### src/rtl/atapi_pio_ctrl.sv
module atapi_pio_ctrl #(
  parameter int MEDIA_BLOCKS = 64,
  parameter logic [7:0] PACKET_OP = 8'hA0,
  parameter logic [7:0] READ10_OP = 8'h28
) (
  input  logic        clk,
  input  logic        rst_n,
  input  logic [2:0]  reg_addr,
  input  logic        reg_wr,
  input  logic        reg_rd,
  input  logic [15:0] reg_wdata,
  output logic [15:0] reg_rdata,
  output logic        irq,
  output logic [31:0] blk_lba,
  output logic [9:0]  blk_word,
  input  logic [15:0] blk_data
);
  localparam int BLK_SHIFT = 11;
  localparam int REM_W = 16 + BLK_SHIFT;

  typedef enum logic [2:0] {S_IDLE, S_ACC, S_PKT, S_DEC, S_XFER, S_GAP} st_t;
  st_t st;

  logic [15:0] bcnt, lim;
  logic feat0, abrt;
  logic [95:0] pkt;
  logic [2:0] pkt_n;
  logic [REM_W-1:0] rem;
  logic [14:0] wleft;
  logic [31:0] cur_lba;
  logic [9:0] cur_w;

  wire wr_cmd  = reg_wr && reg_addr == 3'd7;
  wire wr_dat  = reg_wr && reg_addr == 3'd0;
  wire rd_stat = reg_rd && reg_addr == 3'd7;
  wire rd_dat  = reg_rd && reg_addr == 3'd0 && st == S_XFER;
  wire is_pkt  = wr_cmd && st == S_IDLE && reg_wdata[7:0] == PACKET_OP;

  wire [15:0] lim_eff = (lim < 16'd2) ? 16'hFFFE : lim;
  wire [15:0] burst = (rem < REM_W'(lim_eff)) ? rem[15:0] : {lim_eff[15:1], 1'b0};

  wire [7:0]  c_op  = pkt[95:88];
  wire [31:0] c_lba = pkt[79:48];
  wire [15:0] c_cnt = pkt[39:24];
  wire [32:0] c_end = {1'b0, c_lba} + 33'(c_cnt);
  wire c_bad = (c_op != READ10_OP) || (c_end > 33'(MEDIA_BLOCKS));
  wire last_word = rd_dat && wleft == 15'd1;
  wire fin_word = last_word && rem == REM_W'(2);

  wire irq_set = (is_pkt && feat0) || (st == S_DEC && (c_bad || c_cnt == 16'd0)) ||
                 (st == S_GAP) || fin_word;

  wire bsy = (st == S_ACC) || (st == S_DEC) || (st == S_GAP);
  wire drq = (st == S_PKT) || (st == S_XFER);
  wire [7:0] status = {bsy, 1'b1, 1'b0, 1'b0, drq, 2'b00, abrt};

  assign blk_lba = cur_lba;
  assign blk_word = cur_w;

  always_comb begin
    case (reg_addr)
      3'd0: reg_rdata = (st == S_XFER) ? blk_data : 16'h0;
      3'd1: reg_rdata = {13'd0, abrt, 2'b00};
      3'd4: reg_rdata = {8'd0, bcnt[7:0]};
      3'd5: reg_rdata = {8'd0, bcnt[15:8]};
      3'd7: reg_rdata = {8'd0, status};
      default: reg_rdata = 16'h0;
    endcase
  end

  always_ff @(posedge clk) begin
    if (!rst_n) begin
      st <= S_IDLE; bcnt <= '0; lim <= '0; feat0 <= 1'b0; abrt <= 1'b0;
      irq <= 1'b0; pkt <= '0; pkt_n <= '0; rem <= '0; wleft <= '0;
      cur_lba <= '0; cur_w <= '0;
    end else begin
      if (irq_set) irq <= 1'b1;
      else if (rd_stat) irq <= 1'b0;
      case (st)
        S_IDLE: if (reg_wr) begin
          if (reg_addr == 3'd1) feat0 <= reg_wdata[0];
          if (reg_addr == 3'd4) bcnt[7:0] <= reg_wdata[7:0];
          if (reg_addr == 3'd5) bcnt[15:8] <= reg_wdata[7:0];
          if (is_pkt) begin
            abrt <= feat0;
            if (!feat0) begin
              st <= S_ACC; lim <= bcnt; pkt_n <= '0;
            end
          end
        end
        S_ACC: st <= S_PKT;
        S_PKT: if (wr_dat) begin
          pkt <= {pkt[79:0], reg_wdata[7:0], reg_wdata[15:8]};
          pkt_n <= pkt_n + 3'd1;
          if (pkt_n == 3'd5) st <= S_DEC;
        end
        S_DEC: begin
          cur_lba <= c_lba; cur_w <= '0;
          rem <= REM_W'(c_cnt) << BLK_SHIFT;
          if (c_bad) begin abrt <= 1'b1; st <= S_IDLE; end
          else if (c_cnt == 16'd0) st <= S_IDLE;
          else st <= S_GAP;
        end
        S_GAP: begin
          bcnt <= burst; wleft <= burst[15:1]; st <= S_XFER;
        end
        S_XFER: if (rd_dat) begin
          rem <= rem - REM_W'(2);
          wleft <= wleft - 15'd1;
          cur_w <= cur_w + 10'd1;
          if (cur_w == 10'h3FF) cur_lba <= cur_lba + 32'd1;
          if (last_word) st <= fin_word ? S_IDLE : S_GAP;
        end
        default: st <= S_IDLE;
      endcase
    end
  end

  p_irq_clear_r5: assert property (@(posedge clk) disable iff (!rst_n)
    (rd_stat && !irq_set) |=> !irq);
  p_burst_fit_r4: assert property (@(posedge clk) disable iff (!rst_n)
    (st == S_GAP) |=> (bcnt <= lim_eff && {wleft, 1'b0} == bcnt && bcnt != 16'd0));
  p_gap_after_burst_r6: assert property (@(posedge clk) disable iff (!rst_n)
    (last_word && !fin_word) |=> (bsy && !drq));
  p_done_r7: assert property (@(posedge clk) disable iff (!rst_n)
    fin_word |=> (irq && st == S_IDLE && !abrt));
  p_dma_refused_r8: assert property (@(posedge clk) disable iff (!rst_n)
    (is_pkt && feat0) |=> (abrt && irq && !drq));
endmodule

### config.mk
export PLATFORM = sky130hd
export DESIGN_NAME = atapi_pio_ctrl
export DESIGN_NICKNAME = d
export VERILOG_FILES = /design/src/rtl/atapi_pio_ctrl.sv
export SDC_FILE = /design/constraint.sdc
export NUM_CORES = 1
export LEC_CHECK = 0
export ABC_CLOCK_PERIOD_IN_PS = 4800
export BUFFER_PORTS_ARGS = -buffer_cell sky130_fd_sc_hd__clkbuf_2
export CAP_MARGIN = 5
export CORE_MARGIN = 2
export CORE_UTILIZATION = 31
export CTS_CLUSTER_SIZE = 16
export DETAILED_ROUTE_END_ITERATION = 16
export PLACE_DENSITY = 0.55
export SYNTH_ARGS = -nofsm -noshare
export SYNTH_HDL_FRONTEND = slang
export SYNTH_SLANG_ARGS = --single-unit
### constraint.sdc
create_clock -name clk -period 4.8 [get_ports clk]
set_input_delay 0 -clock clk [delete_from_list [all_inputs] [get_ports clk]]
set_output_delay 0 -clock clk [all_outputs]
set_load 0.05 [all_outputs]
======== Yosys cells after proc, flatten, opt, wreduce, memory -nomap -nowiden ========
Index checks and enable logic that the tools add are counted.
cells by class
  reduce and logical (&&, ||, !) cells .... 39
  bitwise logic cells ..................... 1
  $lt $le $gt $ge ......................... 3
  equality and inequality tests ........... 26
  add/subtract/negate cells ............... 6
  mux-type cells .......................... 39
operator list
  cell                   number
  $pmux 16 s5            1
  $mux 16                4
  $mux 32                2
  $pmux 32 s2            1
  $pmux 27 s2            1
  $mux 3                 14
  $add 32x16->33         1
  $gt 33x7->1 const B    1
  $add 32x1->32 const B  1
  $pmux 16 s2            1
  $pmux 15 s2            1
  $eq 27x2->1 const B    1
  $lt 27x16->1           1
  $mux 27                1
  $sub 27x2->27 const B  1
  $pmux 10 s2            1
  $eq 3x3->1 const B     6
  $pmux 3 s6             1
  $logic_not 16->1       1
  $lt 16x2->1 const B    1
  $mux 8                 2
  $eq 15x1->1 const B    1
  $mux 15                1
  $sub 15x1->15 const B  1
  23 further kinds       67
word-level totals
  output and inout bits ................... 59
  logic and storage cells ................. 127
  register bits after elaboration ......... 221

======== Longest topological paths before layout ========
Gate-level depths: netlist of run 1.
  depth after elaboration ................. 9
  mapped depth ............................ 17

======== Least setup slack after synthesis of run 1 ========
OpenSTA, ideal clock, no wires.
  path kind ............................... register -> register
  from .................................... reg lim[5]
  to ...................................... reg wleft[11]
  path buffers ............................ 3
  arrival time ............................ 3.472 ns
  library setup time ...................... 0.076 ns
  data required time ...................... 4.724 ns
  stages on the path, launching flop included .. 17
  setup slack ............................. 1.253 ns
  path through ............................ dfxtp_1 > nor4_1 > and4_1 > buf_2 > buf_2 > buf_1 > nor2_1 > ha_1 > a21o_1 > a21o_1 > a21oi_1 > o21ai_0 > a211oi_4 > mux2_2 > nor2_1 > o21ai_0 > a21boi_0
between the ends
  longest elaborated chain between the ends .. 5
ends and longest elaborated chain
  element                 line  source
  from (decl)             24    logic [15:0] bcnt, lim;
  from (signal assigned)  73    st <= S_IDLE; bcnt <= '0; lim <= '0; feat0 <= 1'b0; abrt <= 1'b0;
  from (signal assigned)  87    st <= S_ACC; lim <= bcnt; pkt_n <= '0;
  $lt 16x2->1             39    wire [15:0] lim_eff = (lim < 16'd2) ? 16'hFFFE : lim;
  $mux 16 (*)             39
  $lt 27x16->1            40    wire [15:0] burst = (rem < REM_W'(lim_eff)) ? rem[15:0] : {lim_eff[15:1], 1'b0};
  $mux 16 (*)             40
  $pmux 15 s2 (*)         79    case (st)
  to (signal assigned)    109   wleft <= wleft - 15'd1;
  to (decl)               29    logic [14:0] wleft;
Mark *: on every way between the ends. The rest lies on a longest branch, timed or not.
A chain may end at the register's enable or synchronous reset.

======== Worst setup path in the final report of run 1 ========
  from .................................... reg lim[12]
  to ...................................... reg wleft[11]
The elaborated chain is that of the path after synthesis.

==> flow_summary.json, run 1 <==
{
  "status": "complete, no violations",
  "timing.final.ws_setup_ns": 0.928,
  "synth_top_cell_by_area": "dfxtp_1",
  "final.period_utilization": 0.807,
  "drt-total-wl_um": 41200,
  "ys_types": 81,
  "final_design_area_excluding_fillers_mm2": 0.0143,
  "min_delay_worst_endpoint": "pkt_n[0]$_SDFFE_PN0P_",
  "fraction_of_registers_with_async_set_reset": 0,
  "place_hpwl_um": 29400,
  "reg2regPathDepth": 15,
  "syn-instance-count": 1658,
  "synth_top_family_by_area": "simple AND/OR/NAND/NOR gates",
  "worst_slew_pin_slew_ns": 1.12,
  "total_power_uw": 3980,
  "design.die.area_mm2": 0.0416,
  "flow.area_growth_from_synthesis_pct": 15.4,
  "filler_cell_count": 4191,
  "r2r_slack_ns": 0.93,
  "final_period_minus_worst_setup_slack_ns": 3.87,
  "leakagePower_uw": 0.00531,
  "power.density_cell_area_mw_per_mm2": 279,
  "synth_enable_flop_cells": 0,
  "post_synth_mux_area_share": 0.0142,
  "synth.top_cells.by_area": "dfxtp_1, nand2_1, a21boi_0",
  "cts-buffers-inserted": 25,
  "setup_repair_after_global_routing_missed_its_margin": "false",
  "insertion_delay_to_the_later_sink_of_the_worst_skew_pair_ns": 0.55,
  "slew-limit-headroom": 0.251,
  "synth-xor-area-share": 0.0177,
  "initial_core_utilization": 0.313,
  "max_clock_freq_ghz": 0.258,
  "hold-path-cell-count": 5,
  "avgSynthCellArea_um2": 7.47,
  "criticalPathCategory": "reg -> reg",
  "overflow": 0,
  "irDropWorstVdd_uv": 222,
  "drc": 0,
  "critical_path.cell_chain": "nor4_1, and4_1, buf_4, nor2_1, ha_1, a21o_1, a21o_1, a21oi_1, o21ai_1, a211oi_4, buf_4, mux2_2, nor2_1, o21ai_0, a21boi_0",
  "layout_commonest_cell": "nand2_1",
  "placement.io_buffers": 97,
  "placed_cell_area_mm2": 0.0132,
  "final.setup.tns_ns": 0,
  "fin_worst_skew_ns": 0.0167,
  "clockRootBuffer": "clkbuf_16",
  "hold_path.class": "in -> reg",
  "tritoncts_clock_tree": "built",
  "ys_seq_elements": 212,
  "clkTransAtPathRegs_ns": 0.06,
  "via_count": 12300,
  "finalHoldViolCount": 0,
  "timing.critical_path.fanout_max": 28,
  "placed_cells_incl_taps": 2183,
  "floorplan.io_pins": 98,
  "critical-path-slowest-cell": "and4_1",
  "floorplan.die.width_um": 204,
  "place_worst_setup_slack_ns": 1.00,
  "simple_logic_cell_fraction_of_the_synthesized_area": 0.269,
  "cts_setup_buffers": 0,
  "most_frequent_cells_in_the_layout": "nand2_1, dfxtp_1, nor2_1, a21boi_0, a21oi_1",
  "detailedRoute.firstIterationViolations": 1043,
  "htree_num_levels": 1,
  "cp_slowest_stage_delay_ns": 0.57,
  "timing.critical_path.arrival_ns": 4.35,
  "synth-warning-count": 0,
  "cp-start-kind": "flip-flop",
  "max-clock-path-buffers": 3,
  "cap_violations": 0,
  "synth-compound-area-share": 0.265,
  "timing.critical_path.to_type": "flip-flop",
  "layout.cells.non_filler": 2246,
  "synthesized_nets": 1736,
  "worst_ep_required_time_ns": 5.28,
  "hold_path_startpoint": "reg_wr",
  "synth-adder-area-share": 0.0400,
  "worstReg2RegStart": "lim[12]$_SDFFE_PN0P_",
  "ys.flop_type": "dfxtp_1",
  "antenna-diode-count": 0,
  "count_of_pins_over_their_slew_limit": 0,
  "grt_antenna_before_repair": 0,
  "chipHeight_um": 204,
  "finalWeightedCongestion": 0.928,
  "firstDrtPassIters": 8,
  "finalNetCount": 1783,
  "post_drt_wl_per_cell_um": 18.3,
  "grt_util_all_layers": 0.195,
  "final_layout_size_suffix_gt1_frac": 0.116,
  "mappedNetlistArea_mm2": 0.0124,
  "first_global_vias": 11500,
  "grt_pass1_wl_um": 65200,
  "final-setup-viol-count": 0,
  "synth_top_area_share": 0.343,
  "largest_net_degree_at_the_start_of_global_routing": 96,
  "cts.sinks": 212,
  "antenna_violating_nets_post_route": 0,
  "r2r-end": "wleft[11]$_SDFFE_PN0P_",
  "floorplan.core_area_mm2": 0.0395,
  "rows": 73,
  "route.detailed.vias_per_inst": 5.48,
  "synth_seq_area_share": 0.343
}
## cell usage after synthesis (all sizes together), types with 9 or more instances
| cell type | instances |
|---|---|
| nand2 | 326 |
| dfxtp | 212 |
| nor2 | 129 |
| a21boi | 115 |
| o21ai | 113 |
| a21oi | 112 |
| clkbuf | 93 |
| nor3 | 52 |
| nand3 | 45 |
| inv | 39 |
| ha | 38 |
| and2 | 30 |
| nor4 | 23 |
| and3 | 22 |
| buf | 21 |
| a31oi | 19 |
| nand4 | 19 |
| nor2b | 17 |
| a22oi | 15 |
| xnor2 | 15 |
| o21a | 14 |
| mux2i | 12 |
| a211oi | 11 |
| o221a | 11 |
| or3 | 11 |
| xor2 | 10 |
| and4 | 9 |
| o22ai | 9 |
## timing repair
action | CTS | global route
endpoints found under the hold margin | 35 | 0
resized for setup | 0 | 0
hold buffers | 20 | 0
## final cells by class
type	count	area, µm²	share of cell area
timing repair buffer	134	816	0.0570
tap	525	657	0.0459
sequential	212	4240	0.297
clock inverter	13	221	0.0155
multi-input combinational	1293	7540	0.527
inverter	39	146	0.0102
clock buffer	30	674	0.0472
## stage by stage
stage / hold WS, ns / util
floorplan: 0.145 / -
global placement: 0.254 / 0.334
detailed placement: 0.265 / 0.334
CTS: 0.0876 / 0.362
global route: 0.187 / 0.362
finish: 0.110 / 0.362
## flip-flops by register name, indices dropped and copies added (netlist names)
register	cells
wleft	15
pkt_n	3
feat0	1
pkt	88
st	3
bcnt	16
lim	16
irq	1
rem	26
abrt	1
blk_word	10
blk_lba	32
## worst max-delay path by stage
stage                         startpoint                      to  slack, ns  cells after the start
CTS                 lim[12]$_SDFFE_PN0P_  wleft[11]$_SDFFE_PN0P_       0.96                     15
detailed placement  lim[12]$_SDFFE_PN0P_  wleft[11]$_SDFFE_PN0P_       1.00                     15
finish              lim[12]$_SDFFE_PN0P_  wleft[11]$_SDFFE_PN0P_       0.93                     15
global placement    lim[12]$_SDFFE_PN0P_  wleft[11]$_SDFFE_PN0P_       1.05                     15
floorplan            lim[5]$_SDFFE_PN0P_  wleft[11]$_SDFFE_PN0P_       1.25                     16
global route        lim[13]$_SDFFE_PN0P_   wleft[6]$_SDFFE_PN0P_       0.69                     15
## cells by family (layout without fill, tap and decap cells)
logic type	after synthesis	after routing
and+or+nand+nor	717	717
adders and majority gates	39	39
buffers and inverters	153	216
muxes	17	17
xor gates and xnor gates	25	25
DFF	212	212
AOI/OAI and AO/OA	495	495
## power breakdown
part           internal, µW  leakage [µW]  total (µW)  switching (µW)
combinational          46.9       0.00316         107            60.4
clock                  1320      0.000441        2110             791
sequential             1760       0.00171        1770            4.89
## critical path: cells and delay by family, from the launching register on
kind | cells | cell delay [ns]
simple gates | 4 | 1.14
compound gates | 7 | 1.00
buf+inv | 2 | 0.61
mux | 1 | 0.40
flops | 1 | 0.33
fa+ha+maj | 1 | 0.30
## routing by layer
layer  global-route usage  up-vias  wire [µm]
met5                    0        -          0
met4               0.0683        0       1380
met3               0.0287       85       2420
met2                0.319      407      18700
met1                0.261     5815      18700
li1                     -     5990          -
No activity file was read; power rests on OpenSTA's default activity.
==> run 2: changes to the inputs <==
Settings changed: ABC_CLOCK_PERIOD_IN_PS 4800 to 3580.
Clock period 4.8 ns to 3.58 ns, I/O delays scaled along.
==> run 2 against run 1 <==
Net effect:
- count of clock-buffer cells in the layout increased by 4
- via count increased by 2.0%
- clock skew increased by 0.0038 ns
- non-clock buffer count increased by 81
- first-iteration DRC count increased by 9.5%
- highest routed layer unchanged
==> flow_summary.json, run 2 (synthesized netlist as in run 1, its figures left out) <==
{
  "most_frequent_cells_in_the_layout": "nand2_1, dfxtp_1, nor2_1, a21boi_0, a21oi_1",
  "antenna_violating_nets_post_route": 0,
  "rows": 73,
  "largest_net_degree_at_the_start_of_global_routing": 78,
  "hold_path.class": "in -> reg",
  "route.detailed.vias_per_inst": 5.39,
  "count_of_pins_over_their_slew_limit": 0,
  "r2r_slack_ns": 0.11,
  "reg2regPathDepth": 11,
  "overflow": 0,
  "final_layout_size_suffix_gt1_frac": 0.158,
  "htree_num_levels": 1,
  "fin_worst_skew_ns": 0.0205,
  "floorplan.die.width_um": 204,
  "power.density_cell_area_mw_per_mm2": 346,
  "leakagePower_uw": 0.00572,
  "min_delay_worst_endpoint": "bcnt[11]$_SDFFE_PN0P_",
  "cp_slowest_stage_delay_ns": 0.49,
  "max-clock-path-buffers": 3,
  "critical_path.cell_chain": "ha_1, a211oi_2, nor2_1, o2111ai_1, a2bb2oi_1, o221ai_1, nor4_2, buf_4, nand4_1, o31a_2, o31a_1",
  "insertion_delay_to_the_later_sink_of_the_worst_skew_pair_ns": 0.53,
  "r2r-end": "irq$_SDFFE_PN0P_",
  "chipHeight_um": 204,
  "grt_antenna_before_repair": 0,
  "placement.io_buffers": 97,
  "timing.critical_path.fanout_max": 6,
  "drc": 0,
  "final.setup.tns_ns": 0,
  "status": "complete, no violations",
  "antenna-diode-count": 0,
  "worst_slew_pin_slew_ns": 1.17,
  "floorplan.core_area_mm2": 0.0395,
  "firstDrtPassIters": 6,
  "cts-buffers-inserted": 25,
  "timing.critical_path.to_type": "flip-flop",
  "timing.critical_path.arrival_ns": 3.90,
  "detailedRoute.firstIterationViolations": 1142,
  "criticalPathCategory": "reg -> reg",
  "final.period_utilization": 0.970,
  "design.die.area_mm2": 0.0416,
  "finalHoldViolCount": 0,
  "worst_ep_required_time_ns": 4.01,
  "hold-path-cell-count": 2,
  "regMostFlops": "pkt",
  "clkTransAtPathRegs_ns": 0.06,
  "first_global_vias": 12000,
  "flow.area_growth_from_synthesis_pct": 20.7,
  "hold_path_startpoint": "rst_n",
  "final-setup-viol-count": 0,
  "tritoncts_clock_tree": "built",
  "critical-path-slowest-cell": "dfxtp_1",
  "largest_reg_flops": 88,
  "final_period_minus_worst_setup_slack_ns": 3.47,
  "worstReg2RegStart": "pkt[25]$_SDFFE_PN0P_",
  "floorplan.io_pins": 98,
  "layout_commonest_cell": "nand2_1",
  "clockRootBuffer": "clkbuf_16",
  "finalWeightedCongestion": 0.917,
  "finalNetCount": 1864,
  "initial_core_utilization": 0.313,
  "cts.sinks": 212,
  "drt-total-wl_um": 42400,
  "grt_pass1_wl_um": 66600,
  "post_drt_wl_per_cell_um": 18.2,
  "max_clock_freq_ghz": 0.288,
  "via_count": 12500,
  "layout.core_utilization": 0.378,
  "cp-start-kind": "flip-flop",
  "cap_violations": 0,
  "place_hpwl_um": 31500,
  "grt_util_all_layers": 0.200,
  "irDropWorstVdd_uv": 288,
  "slew-limit-headroom": 0.219,
  "setup_repair_after_global_routing_missed_its_margin": "false"
}
==> run 2: cell types whose count changed in the layout (fill, tap and decap cells not counted), moves of 3 or more <==
cell and change:
nor4_2 +3, clkbuf_1 +3, buf_4 +78, buf_12 +3, nor4_1 -3, ha_1 -3
==> run 2: stage by stage <==
step	std cells	hold slack, ns	total power [µW]	instance area (µm²)	worst slack [ns]
finish	2326	0.0709	5170	14900	0.108
CTS	2323	0.0397	5230	14900	0.0101
detailed placement	2261	0.249	2550	13800	0.0334
global placement	2261	0.242	2550	13800	0.0507
global route	2326	0.0761	5330	14900	0.00509
floorplan	1658	0.145	2500	12400	0.0326
==> run 2: worst max path at each step <==
stage,from,end,slack (ns),depth (start not counted)
floorplan,lim[5]$_SDFFE_PN0P_,wleft[11]$_SDFFE_PN0P_,0.03,16
global placement,pkt[55]$_SDFFE_PN0P_,irq$_SDFFE_PN0P_,0.05,11
detailed placement,pkt[55]$_SDFFE_PN0P_,irq$_SDFFE_PN0P_,0.03,11
CTS,pkt[55]$_SDFFE_PN0P_,irq$_SDFFE_PN0P_,0.01,11
global route,lim[12]$_SDFFE_PN0P_,wleft[11]$_SDFFE_PN0P_,0.005,15
finish,pkt[25]$_SDFFE_PN0P_,irq$_SDFFE_PN0P_,0.11,11
==> run 2: what timing repair did <==
action / 4_1_cts / 5_1_grt
resized for setup: 0 / 15
buffers inserted: 0 / 3
endpoints found under the setup margin: 1 / 24
hold endpoints to repair: 33 / 0
hold buffers: 20 / 0
pin swaps: 1 / 5
==> run 2: cell type report <==
| class | count | area [µm²] |
|---|---|---|
| clock buffer | 34 | 699 |
| clock inverter | 8 | 140 |
| fill | 4212 | 24600 |
| inverter | 39 | 146 |
| multi-input combinational | 1293 | 7600 |
| sequential | 212 | 4240 |
| tap | 525 | 657 |
| timing repair buffer | 215 | 1460 |
==> run 2: critical path: cells and delay by family (launching register included) <==
kind                     cells  cell delay, ns
AO/OA/AOI/OAI                6            1.77
flip-flops                   1            0.49
buffers and inverters        1            0.16
AND/OR/NAND/NOR              3            0.66
adder cells (fa/ha/maj)      1            0.30
==> run 2: routing by layer <==
layer | vias to the layer above | routed length [µm] | GRT usage
li1 | 6148 | - | -
met1 | 5925 | 18900 | 0.261
met2 | 386 | 19900 | 0.341
met3 | 83 | 2130 | 0.0265
met4 | 0 | 1470 | 0.0657
met5 | - | 0 | 0
==> run 2: power by group <==
group	total [µW]	leakage (µW)	switching, µW	internal [µW]
Sequential	2370	0.00171	6.26	2360
Combinational	147	0.00360	83.3	63.7
Clock	2650	0.000415	1010	1640
